### src/rtl/usbp_pkg.sv
package usbp_pkg;
  // LSB-0 positions; software decodes these
  localparam int B_CCS = 0;
  localparam int B_PES = 1;
  localparam int B_PSS = 2;
  localparam int B_PSC = 3;
  localparam int B_PRS = 4;
  localparam int B_PPS = 8;
  localparam int B_LSD = 9;
  localparam int B_CSC = 16;
  localparam int B_PRC = 20;

  localparam logic [31:0] RSVD_MASK = 32'hFFE0_FCE0;

  typedef struct packed {
    logic clr_en;
    logic set_en;
    logic set_susp;
    logic clr_susp;
    logic set_rst;
    logic set_pwr;
    logic clr_pwr;
    logic clr_csc;
    logic clr_prc;
  } cmd_t;
endpackage

### src/rtl/usbp_cmd_dec.sv
module usbp_cmd_dec
  import usbp_pkg::*;
(
  input  logic        wr_en_i,
  input  logic [31:0] wr_data_i,
  output cmd_t        cmd_o
);
  logic unused_rsvd;
  assign unused_rsvd = ^(wr_data_i & RSVD_MASK);

  always_comb begin
    cmd_o          = '0;
    cmd_o.clr_en   = wr_en_i & wr_data_i[B_CCS];
    cmd_o.set_en   = wr_en_i & wr_data_i[B_PES];
    cmd_o.set_susp = wr_en_i & wr_data_i[B_PSS];
    cmd_o.clr_susp = wr_en_i & wr_data_i[B_PSC];
    cmd_o.set_rst  = wr_en_i & wr_data_i[B_PRS];
    cmd_o.set_pwr  = wr_en_i & wr_data_i[B_PPS];
    cmd_o.clr_pwr  = wr_en_i & wr_data_i[B_LSD];
    cmd_o.clr_csc  = wr_en_i & wr_data_i[B_CSC];
    cmd_o.clr_prc  = wr_en_i & wr_data_i[B_PRC];
  end
endmodule

### src/rtl/usbp_pwr_ctl.sv
module usbp_pwr_ctl #(
  parameter bit PWR_SW = 1'b1
) (
  input  logic clk_i,
  input  logic rst_ni,
  input  logic port_set_i,
  input  logic port_clr_i,
  input  logic glb_set_i,
  input  logic glb_clr_i,
  input  logic mode_i,
  input  logic mask_i,
  input  logic ovc_i,
  output logic pps_o,
  output logic pps_nxt_o
);
  if (PWR_SW) begin : g_sw
    logic pps_q, pps_d, port_sel, do_set, do_clr;

    assign port_sel = mode_i & mask_i;
    assign do_set   = port_sel ? port_set_i : glb_set_i;
    assign do_clr   = port_sel ? port_clr_i : glb_clr_i;

    always_comb begin
      pps_d = pps_q;
      if (ovc_i || do_clr) pps_d = 1'b0;
      else if (do_set)     pps_d = 1'b1;
    end

    always_ff @(posedge clk_i or negedge rst_ni) begin
      if (!rst_ni) pps_q <= 1'b0;
      else         pps_q <= pps_d;
    end

    assign pps_o     = pps_q;
    assign pps_nxt_o = pps_d;

    p_ovc_off_r8: assert property (@(posedge clk_i) disable iff (!rst_ni)
      ovc_i |=> !pps_o);
    p_mask_route_r7: assert property (@(posedge clk_i) disable iff (!rst_ni)
      (mode_i && mask_i && !ovc_i && !port_set_i && !port_clr_i) |=> $stable(pps_o));
    p_glb_route_r6: assert property (@(posedge clk_i) disable iff (!rst_ni)
      (!mode_i && !ovc_i && !glb_set_i && !glb_clr_i) |=> $stable(pps_o));
  end else begin : g_fixed
    logic unused_pwr;
    assign unused_pwr = ^{clk_i, rst_ni, port_set_i, port_clr_i, glb_set_i,
                          glb_clr_i, mode_i, mask_i, ovc_i};
    assign pps_o     = 1'b1;
    assign pps_nxt_o = 1'b1;
  end
endmodule

### src/rtl/usbp_rst_tmr.sv
module usbp_rst_tmr #(
  parameter int RST_CYCLES = 50000
) (
  input  logic clk_i,
  input  logic rst_ni,
  input  logic start_i,
  input  logic abort_i,
  input  logic clr_chg_i,
  output logic prs_o,
  output logic prsc_o
);
  localparam int CNT_W = $clog2(RST_CYCLES + 1);
  localparam logic [CNT_W-1:0] LOAD = CNT_W'(RST_CYCLES - 1);

  logic [CNT_W-1:0] cnt_q;
  logic             prs_q, prsc_q, done;

  assign done = prs_q && (cnt_q == '0) && !abort_i;

  always_ff @(posedge clk_i or negedge rst_ni) begin
    if (!rst_ni) begin
      cnt_q  <= '0;
      prs_q  <= 1'b0;
      prsc_q <= 1'b0;
    end else begin
      if (abort_i) begin
        prs_q <= 1'b0;
        cnt_q <= '0;
      end else if (prs_q) begin
        if (done) prs_q <= 1'b0;
        else      cnt_q <= cnt_q - 1'b1;
      end else if (start_i) begin
        prs_q <= 1'b1;
        cnt_q <= LOAD;
      end

      if (done)           prsc_q <= 1'b1;
      else if (clr_chg_i) prsc_q <= 1'b0;
    end
  end

  assign prs_o  = prs_q;
  assign prsc_o = prsc_q;

  p_start_cause_r4: assert property (@(posedge clk_i) disable iff (!rst_ni)
    $rose(prs_o) |-> $past(start_i));
  p_abort_quiet_r9: assert property (@(posedge clk_i) disable iff (!rst_ni)
    (abort_i && prs_o) |=> (!prs_o && !$rose(prsc_o)));
  p_chg_after_rst_r4: assert property (@(posedge clk_i) disable iff (!rst_ni)
    $rose(prsc_o) |-> $fell(prs_o));
endmodule

### src/rtl/usbp_port_status.sv
module usbp_port_status
  import usbp_pkg::*;
#(
  parameter bit PWR_SW     = 1'b1,
  parameter int RST_CYCLES = 50000
) (
  input  logic        clk_i,
  input  logic        rst_ni,
  input  logic        wr_en_i,
  input  logic [31:0] wr_data_i,
  output logic [31:0] rd_data_o,
  input  logic        attach_i,
  input  logic        detach_i,
  input  logic        low_speed_i,
  input  logic        ovc_i,
  input  logic        glb_pwr_set_i,
  input  logic        glb_pwr_clr_i,
  input  logic        pwr_mode_i,
  input  logic        pwr_mask_i,
  input  logic        removable_i,
  input  logic        hub_reset_i,
  output logic        port_reset_o
);
  cmd_t cmd;
  logic pps, pps_nxt, prs, prsc;
  logic ccs_q, pes_q, pss_q, csc_q;
  logic need_conn, csc_set, drop;

  usbp_cmd_dec u_dec (
    .wr_en_i   (wr_en_i),
    .wr_data_i (wr_data_i),
    .cmd_o     (cmd)
  );

  usbp_pwr_ctl #(.PWR_SW(PWR_SW)) u_pwr (
    .clk_i      (clk_i),
    .rst_ni     (rst_ni),
    .port_set_i (cmd.set_pwr),
    .port_clr_i (cmd.clr_pwr),
    .glb_set_i  (glb_pwr_set_i),
    .glb_clr_i  (glb_pwr_clr_i),
    .mode_i     (pwr_mode_i),
    .mask_i     (pwr_mask_i),
    .ovc_i      (ovc_i),
    .pps_o      (pps),
    .pps_nxt_o  (pps_nxt)
  );

  // power loss or unplug tears down port state
  assign drop = !pps_nxt || detach_i;

  usbp_rst_tmr #(.RST_CYCLES(RST_CYCLES)) u_tmr (
    .clk_i     (clk_i),
    .rst_ni    (rst_ni),
    .start_i   (cmd.set_rst && ccs_q),
    .abort_i   (drop),
    .clr_chg_i (cmd.clr_prc),
    .prs_o     (prs),
    .prsc_o    (prsc)
  );

  assign need_conn = cmd.set_rst || cmd.set_en || cmd.set_susp;
  assign csc_set   = (detach_i && ccs_q)
                  || (attach_i && pps && !ccs_q && !removable_i)
                  || (hub_reset_i && removable_i && ccs_q)
                  || (need_conn && !ccs_q);

  always_ff @(posedge clk_i or negedge rst_ni) begin
    if (!rst_ni) begin
      ccs_q <= 1'b0;
      pes_q <= 1'b0;
      pss_q <= 1'b0;
      csc_q <= 1'b0;
    end else begin
      if (drop)                  ccs_q <= 1'b0;
      else if (attach_i && pps)  ccs_q <= 1'b1;

      if (drop)                          pes_q <= 1'b0;
      else if (cmd.clr_en)               pes_q <= 1'b0;
      else if (cmd.set_en && ccs_q)      pes_q <= 1'b1;

      if (drop)                          pss_q <= 1'b0;
      else if (cmd.clr_susp)             pss_q <= 1'b0;
      else if (cmd.set_susp && ccs_q)    pss_q <= 1'b1;

      if (csc_set)          csc_q <= 1'b1;
      else if (cmd.clr_csc) csc_q <= 1'b0;
    end
  end

  always_comb begin
    rd_data_o        = '0;
    rd_data_o[B_CCS] = ccs_q;
    rd_data_o[B_PES] = pes_q;
    rd_data_o[B_PSS] = pss_q;
    rd_data_o[B_PRS] = prs;
    rd_data_o[B_PPS] = pps;
    rd_data_o[B_LSD] = ccs_q & low_speed_i;
    rd_data_o[B_CSC] = csc_q;
    rd_data_o[B_PRC] = prsc;
  end

  assign port_reset_o = prs;

  p_off_clears_r8: assert property (@(posedge clk_i) disable iff (!rst_ni)
    !pps |-> (!ccs_q && !pes_q && !pss_q && !prs));
  p_detach_csc_r2: assert property (@(posedge clk_i) disable iff (!rst_ni)
    (detach_i && ccs_q) |=> csc_q);
  p_empty_cmd_r3: assert property (@(posedge clk_i) disable iff (!rst_ni)
    (need_conn && !ccs_q) |=> (csc_q && !prs && $stable(pes_q) && $stable(pss_q)));
  p_lsd_gate_r5: assert property (@(posedge clk_i) disable iff (!rst_ni)
    !rd_data_o[B_CCS] |-> !rd_data_o[B_LSD]);
  p_en_needs_conn_r12: assert property (@(posedge clk_i) disable iff (!rst_ni)
    $rose(pes_q) |-> $past(ccs_q));
endmodule

### config.mk
export PLATFORM = sky130hd
export DESIGN_NAME = usbp_port_status
export DESIGN_NICKNAME = d
export VERILOG_FILES = /design/src/rtl/usbp_pkg.sv /design/src/rtl/usbp_cmd_dec.sv /design/src/rtl/usbp_pwr_ctl.sv /design/src/rtl/usbp_rst_tmr.sv /design/src/rtl/usbp_port_status.sv
export SDC_FILE = /design/constraint.sdc
export NUM_CORES = 1
export LEC_CHECK = 0
export BUFFER_PORTS_ARGS = -buffer_cell sky130_fd_sc_hd__buf_2
export CORE_ASPECT_RATIO = 1.4
export CORE_MARGIN = 3
export CORE_UTILIZATION = 40
export CTS_CLUSTER_SIZE = 16
export DETAILED_ROUTE_END_ITERATION = 6
export PLACE_DENSITY = 0.71
export SETUP_SLACK_MARGIN = 0.1
export SLEW_MARGIN = 40
export SYNTH_ARGS = -nofsm -noshare
export SYNTH_HDL_FRONTEND = slang
export SYNTH_SLANG_ARGS = --single-unit
### constraint.sdc
create_clock -name clk_i -period 2.2 [get_ports clk_i]
set_clock_uncertainty 0.2 [all_clocks]
set_input_delay 0.44 -clock clk_i [delete_from_list [all_inputs] [get_ports clk_i]]
set_output_delay 0.44 -clock clk_i [all_outputs]
set_load 0.03 [all_outputs]
==> out/metrics.yaml, run 1 <==
timing:
  worst_pin_slew_ns: 0.5182
  setup-tns-final_ns: 0
  fin_crit_sh_pct: 91.53
  setup_slack_ns: 0.1863
  hold_viol_final: 0
  max_freq_ghz: 0.4966
  drv_slew: 0
  finalSetupViolCount: 0
  post-route-min-period_ns: 2.014
  max_slew_margin_pct: 65.45
  rsz0062_at_grt: "false"
grt:
  groute.usage.overall_pct: 16.78
  antenna_found_initial: 0
  grt_max_degree: 24
  grt_pass1_vias: 1325
  grt_pass1_wl_mm: 6.058
  grt_overflow: 0
synthesis:
  synth_xor_area_share_pct: 0
  postSynthAreaPerCell_um2: 8.630
  synth_compound_area_share_pct: 17.48
  seq_area_frac_synth_pct: 36.05
  ys_seq_elements: 23
  synth_edf_count: 0
  yosys.area_share.adder_pct: 0.7837
  yosys_warnings: 0
  synth_top_flop_cell: "dfrtp_1"
  synth_top_family_by_area: "simple AND/OR/NAND/NOR gates"
  synth_common_cells: "buf_4, dfrtp_1, a21oi_1"
  netlist_area_mm2: 0.001597
  synth_mux_area_share_pct: 1.254
  yosys.area.top_type_share_pct: 36.05
  yosysTopAreaCell: "dfrtp_1"
  yosysUniqueCellTypes: 39
  synth_most_common_cell: "buf_4"
  synth-simple-area-share_pct: 26.57
  synth_cells: 185
  postSynth.asyncResetShare_pct: 100.0
  synth.area.top_cells: "dfrtp_1, buf_4, a21oi_1"
setup_path:
  critPathLaunchType: "register"
  worstPathCellList: "or4_1 -> nor3_1 -> o2111ai_1 -> a21oi_1"
  worstSetupPathType: "register to register"
  required_ns: 2.20
  crit_end: "u_tmr.cnt_q[15]$_DFFE_PN0P_"
  rr_worst_depth: 4
  r2r_end: "u_tmr.cnt_q[15]$_DFFE_PN0P_"
  crit_fanout: 6
  r2r-start: "u_tmr.cnt_q[14]$_DFFE_PN0P_"
  cpPeakStageDelay_ns: 0.56
  critPathSlowestCell: "or4_1"
  worstPathArrival_ns: 2.01
  ff2ff_setup_slack_ns: 0.19
  cp-startpoint: "u_tmr.cnt_q[14]$_DFFE_PN0P_"
  end_kind: "register"
clocking:
  cts_tree: "yes"
  numCtsBuffers: 3
  cts_max_path_buffers: 2
  htree_levels: 1
  root_buffer: "clkbuf_8"
  clk_pin_slew_worst_paths_ns: 0.08
  numClockSinks: 23
  clk_latency_ns: 0.27
layout:
  nFillCells: 379
  stdcell_area_mm2: 0.001770
  post-route-util_pct: 47.32
  drive_gt1_share_pct: 23.61
  seq_area_um2: 575.6
  syn2layout_area_growth_pct: 10.89
  multiInputGateArea_um2: 838.3
  antenna_cells: 0
  nets: 263
detailed_routing:
  drc: 0
  drt_iter0_drc: 73
  avgRoutedWirePerCell_um: 14.40
  drt_pass1_iterations: 4
  vias: 1453
  ant_nets: 0
  wl_mm: 3.715
  viasPerCell: 5.632
floorplan:
  dieArea_mm2: 0.004796
  fp.dieH_um: 80.75
  io_pins: 78
  fp-row-count: 26
  fp.dieW_um: 59.40
  start_util_pct: 42.68
  core_area_mm2: 0.003741
pwr:
  p_leak_uw: 0.0008005
  ir_drop_uv: 287.2
  power_uw: 814.9
  pwr_density_cell_mw_per_mm2: 460.3
placed_design:
  gp_congestion: 0.9194
  io_buffers: 30
  dpl_cell_area_mm2: 0.001687
  hpwlAfterDp_mm: 2.748
  pre_cts_ws_ns: 0.1274
job:
  maxCapViolCount: 0
worst_hold_path:
  hold_path_class: "primary input to register"
status:
  outcome: "finished clean"
registers in the layout (all words and copies together), names as in the netlist:
register	flops
u_tmr.cnt_q	16
pss_q	1
u_tmr.prs_o	1
u_pwr.pps_o	1
ccs_q	1
u_tmr.prsc_o	1
csc_q	1
pes_q	1
placed cells by master (no fill, tap or decap), types with 7 or more instances in the layout:
cell / n
a21oi_1: 16
nor3_1: 8
buf_4: 10
o21ai_0: 7
buf_2: 30
a31oi_1: 8
conb_1: 24
nor2_1: 9
dfrtp_1: 23
nand2_1: 15
power breakdown:
| group | leakage [uW] | total (uW) | internal, uW | switching, uW |
|---|---|---|---|---|
| sequential | 0.000317 | 427 | 425 | 1.97 |
| clock | 0.0000255 | 273 | 127 | 146 |
| combinational | 0.000458 | 114 | 24.3 | 90.0 |
| total | 0.000801 | 815 | 576 | 238 |
layer usage:
| metal | up-vias | track usage, % | share of wire [%] |
|---|---|---|---|
| met5 | - | 0 | 0 |
| met4 | 0 | 11.11 | 3.7 |
| met3 | 14 | 2.226 | 5.6 |
| met2 | 66 | 27.46 | 50 |
| met1 | 681 | 20.08 | 40 |
| li1 | 692 | - | - |
cells by family (layout without fill, tap and decap cells):
kind of cell             after synthesis  in the layout
buffers and inverters                 43             51
adder cells (fa/ha/maj)                1              1
AO/OA/AOI/OAI                         45             45
other                                  1             24
multiplexers                           2              2
AND/OR/NAND/NOR                       70             70
flip-flops                            23             23
timing repair:
item                       4_1_cts  5_1_grt
setup endpoints to repair        2       15
hold endpoints to repair        23        0
cloned                           0        0
hold buffers                     1        0
pin swaps                        0        2
setup buffers                    0        2
gates resized for setup          1        1
per-stage QoR:
step,instances,hold WS (ns)
after floorplan,208,-0.05559
after global placement,251,0.2473
after detailed placement,251,0.2500
after CTS,256,0.1188
after global routing,258,0.1158
final,258,0.1248
critical path, delay by kind of cell, from the launching register on:
kind | cells | cell delay, ns
DFF | 1 | 0.45
and+or+nand+nor | 2 | 0.90
AOI/OAI and AO/OA | 2 | 0.40
worst min path at each step:
stage	from	end	slack, ns	depth (start not counted)
global placement	rst_ni	u_tmr.cnt_q[3]$_DFFE_PN0P_	0.25	1
finish	ovc_i	u_pwr.pps_o$_DFF_PN0_	0.12	2
CTS	ovc_i	u_pwr.pps_o$_DFF_PN0_	0.12	2
detailed placement	rst_ni	u_tmr.cnt_q[2]$_DFFE_PN0P_	0.25	1
global route	ovc_i	u_pwr.pps_o$_DFF_PN0_	0.12	2
floorplan	rst_ni	ccs_q$_DFFE_PN0P_	-0.06	0
final cells by class:
type	count	area share (%)
Multi-Input combinational cell	142	47.35
Sequential cell	23	32.51
Timing Repair Buffer	41	13.29
Tap cell	42	2.968
Clock buffer	3	2.332
Inverter	6	1.272
Clock inverter	1	0.2827
(Power assumes the default switching activity.)
==> run 2, diff against run 1 <==
- CAP_MARGIN: not set -> 20
- CELL_PAD_IN_SITES_DETAIL_PLACEMENT: not set -> 0
- CELL_PAD_IN_SITES_GLOBAL_PLACEMENT: not set -> 1
- CORE_UTILIZATION: 40 -> 32
- PLACE_DENSITY: 0.71 -> not set
- PLACE_DENSITY_LB_ADDON: not set -> 0.1
==> out/metrics.yaml, run 2 (synthesis results as in run 1) <==
layout:
  largest_reg_flops: 16  # unchanged
  nets: 267  # was 263
  layout_common_cells: "buf_2, conb_1, dfrtp_1, a21oi_1, nand2_1"  # unchanged
  stdcell_area_mm2: 0.001842  # was 0.001770 mm2
  antenna_cells: 0  # unchanged
  syn2layout_area_growth_pct: 15.36  # was 10.89%
  post-route-util_pct: 39.35  # was 47.32%
  largest_register: "u_tmr.cnt_q"  # unchanged
  drive_gt1_share_pct: 25.00  # was 23.61%
  layout_commonest_cell: "buf_2"  # unchanged
setup_path:
  critPathSlowestCell: "dfrtp_1"  # was or4_1
  worstPathArrival_ns: 1.96  # was 2.01 ns
  critPathBufInv: 0  # unchanged
  r2r-start: "u_tmr.cnt_q[9]$_DFFE_PN0P_"  # was u_tmr.cnt_q[14]$_DFFE_PN0P_
  critPathLaunchType: "register"  # unchanged
  worstSetupPathType: "register to register"  # unchanged
  end_kind: "register"  # unchanged
  cpPeakStageDelay_ns: 0.44  # was 0.56 ns
  cp_top_family: "simple AND/OR/NAND/NOR gates"  # unchanged
  worstPathCellList: "nor4_4 -> nand4_2 -> or4_1 -> a31oi_1"  # was or4_1 -> nor3_1 -> o2111ai_1 -> a21oi_1
  r2r_end: "u_tmr.cnt_q[14]$_DFFE_PN0P_"  # was u_tmr.cnt_q[15]$_DFFE_PN0P_
  cp.depth: 4  # unchanged
  rr_worst_depth: 4  # unchanged
  crit_fanout: 5  # was 6
  ff2ff_setup_slack_ns: 0.23  # was 0.19 ns
  required_ns: 2.19  # was 2.20 ns
job:
  maxCapViolCount: 0  # unchanged
clocking:
  cts_tree: "yes"  # unchanged
  numClockSinks: 23  # unchanged
  htree_levels: 1  # unchanged
  clk_latency_ns: 0.27  # about the same
  cts_max_path_buffers: 2  # unchanged
  numCtsBuffers: 3  # unchanged
  clk_pin_slew_worst_paths_ns: 0.09  # was 0.08 ns
  root_buffer: "clkbuf_8"  # unchanged
floorplan:
  core_area_mm2: 0.004681  # was 0.003741 mm2
  fp-row-count: 29  # was 26
  fp.dieH_um: 89.58  # was 80.75 um
  start_util_pct: 34.11  # was 42.68%
  dieArea_mm2: 0.005885  # was 0.004796 mm2
  io_pins: 78  # unchanged
  fp.dieW_um: 65.70  # was 59.40 um
timing:
  worst_pin_slew_ns: 0.5358  # was 0.5182 ns
  post-route-min-period_ns: 1.971  # was 2.014 ns
  hold_viol_final: 0  # unchanged
  max_freq_ghz: 0.5073  # was 0.4966 GHz
  fin_crit_sh_pct: 89.60  # was 91.53%
  finalSetupViolCount: 0  # unchanged
  max_slew_margin_pct: 64.28  # was 65.45%
  setup-tns-final_ns: 0  # unchanged
  drv_slew: 0  # unchanged
  rsz0062_at_grt: "false"  # unchanged
pwr:
  ir_drop_uv: 202.7  # was 287.2 uV
  pwr_density_cell_mw_per_mm2: 444.2  # was 460.3 mW/mm2
  power_uw: 818.1  # was 814.9 uW
  p_leak_uw: 0.0008244  # was 0.0008005 uW
grt:
  antenna_found_initial: 0  # unchanged
  groute.usage.overall_pct: 13.98  # was 16.78%
  grt_overflow: 0  # unchanged
  grt_pass1_wl_mm: 6.437  # was 6.058 mm
  grt_pass1_vias: 1299  # was 1,325
  grt_max_degree: 24  # unchanged
detailed_routing:
  viasPerCell: 5.131  # was 5.632
  ant_nets: 0  # unchanged
  drc: 0  # unchanged
  vias: 1447  # was 1,453
  wl_mm: 4.093  # was 3.715 mm
  drt_pass1_iterations: 4  # unchanged
  drt_iter0_drc: 79  # was 73
  avgRoutedWirePerCell_um: 14.51  # was 14.40 um
placed_design:
  hpwlAfterDp_mm: 3.029  # was 2.748 mm
  gp_congestion: 0.8163  # was 0.9194
  io_buffers: 30  # unchanged
  dpl_cell_area_mm2: 0.001762  # was 0.001687 mm2
worst_hold_path:
  hold_path_class: "primary input to register"  # unchanged
  hold_path_depth: 2  # unchanged
  whs_endpoint: "u_pwr.pps_o$_DFF_PN0_"  # unchanged
  hold_start: "ovc_i"  # unchanged
status:
  outcome: "finished clean"  # unchanged
## run 2: cell types whose count changed in the layout (fill, tap and decap cells not counted), sizes merged
cell,delta
clkbuf,+1
clkinv,-1
buf,+4
## run 2: layer usage
| layer | share of wire, % | track usage [%] | up-vias |
|---|---|---|---|
| met5 | 0 | 0 | - |
| met2 | 51 | 24.54 | 41 |
| met3 | 4.4 | 1.868 | 4 |
| met1 | 44 | 18.01 | 699 |
| met4 | 0.98 | 3.585 | 0 |
| li1 | - | - | 703 |
## run 2: layout make-up
class	instances	area (um2)
multi-input cells	142	843.3
well taps	62	77.57
fillers	510	2839
clock buffers	4	45.04
repair buffers	45	277.8
inverters	6	22.52
flip-flops and latches	23	575.6
## run 2: how the worst max path moves through the flow
stage	endpoint	slack (ns)	startpoint
after detailed placement	u_tmr.cnt_q[1]$_DFFE_PN0P_	0.11	pwr_mode_i
after global routing	u_tmr.cnt_q[14]$_DFFE_PN0P_	0.11	u_tmr.cnt_q[9]$_DFFE_PN0P_
after global placement	u_tmr.cnt_q[1]$_DFFE_PN0P_	0.15	pwr_mode_i
after CTS	u_tmr.cnt_q[3]$_DFFE_PN0P_	0.12	u_tmr.cnt_q[0]$_DFFE_PN0P_
after floorplan	u_tmr.cnt_q[14]$_DFFE_PN0P_	0.36	u_tmr.cnt_q[9]$_DFFE_PN0P_
final	u_tmr.cnt_q[14]$_DFFE_PN0P_	0.23	u_tmr.cnt_q[9]$_DFFE_PN0P_
## run 2: per-stage QoR
step                      hold slack (ns)  setup WS [ns]  std cells
after global routing               0.1336         0.1134        282
after CTS                          0.1297         0.1233        281
final                              0.1351         0.2288        282
after global placement             0.2534         0.1509        276
after detailed placement           0.2573         0.1061        276
after floorplan                  -0.05559         0.3635        208
## run 2: worst register-to-register path: stages (launching register included)
cell and delay, ns:
dfrtp_1 0.44, nor4_4 0.42, nand4_2 0.21, or4_1 0.44, a31oi_1 0.19
## run 2: power by group
group	switching [uW]	total (uW)	leakage, uW	internal, uW
sequential	2.13	427	0.000317	425
clock	144	273	0.0000228	130
combinational	91.7	118	0.000484	25.9
total	237	818	0.000824	581
## run 2: what timing repair did
item | CTS | global route
setup buffers | 0 | 1
endpoints found under the setup margin | 0 | 8
hold endpoints to repair | 23 | 0
gates resized for setup | 0 | 3
hold buffers | 1 | 0
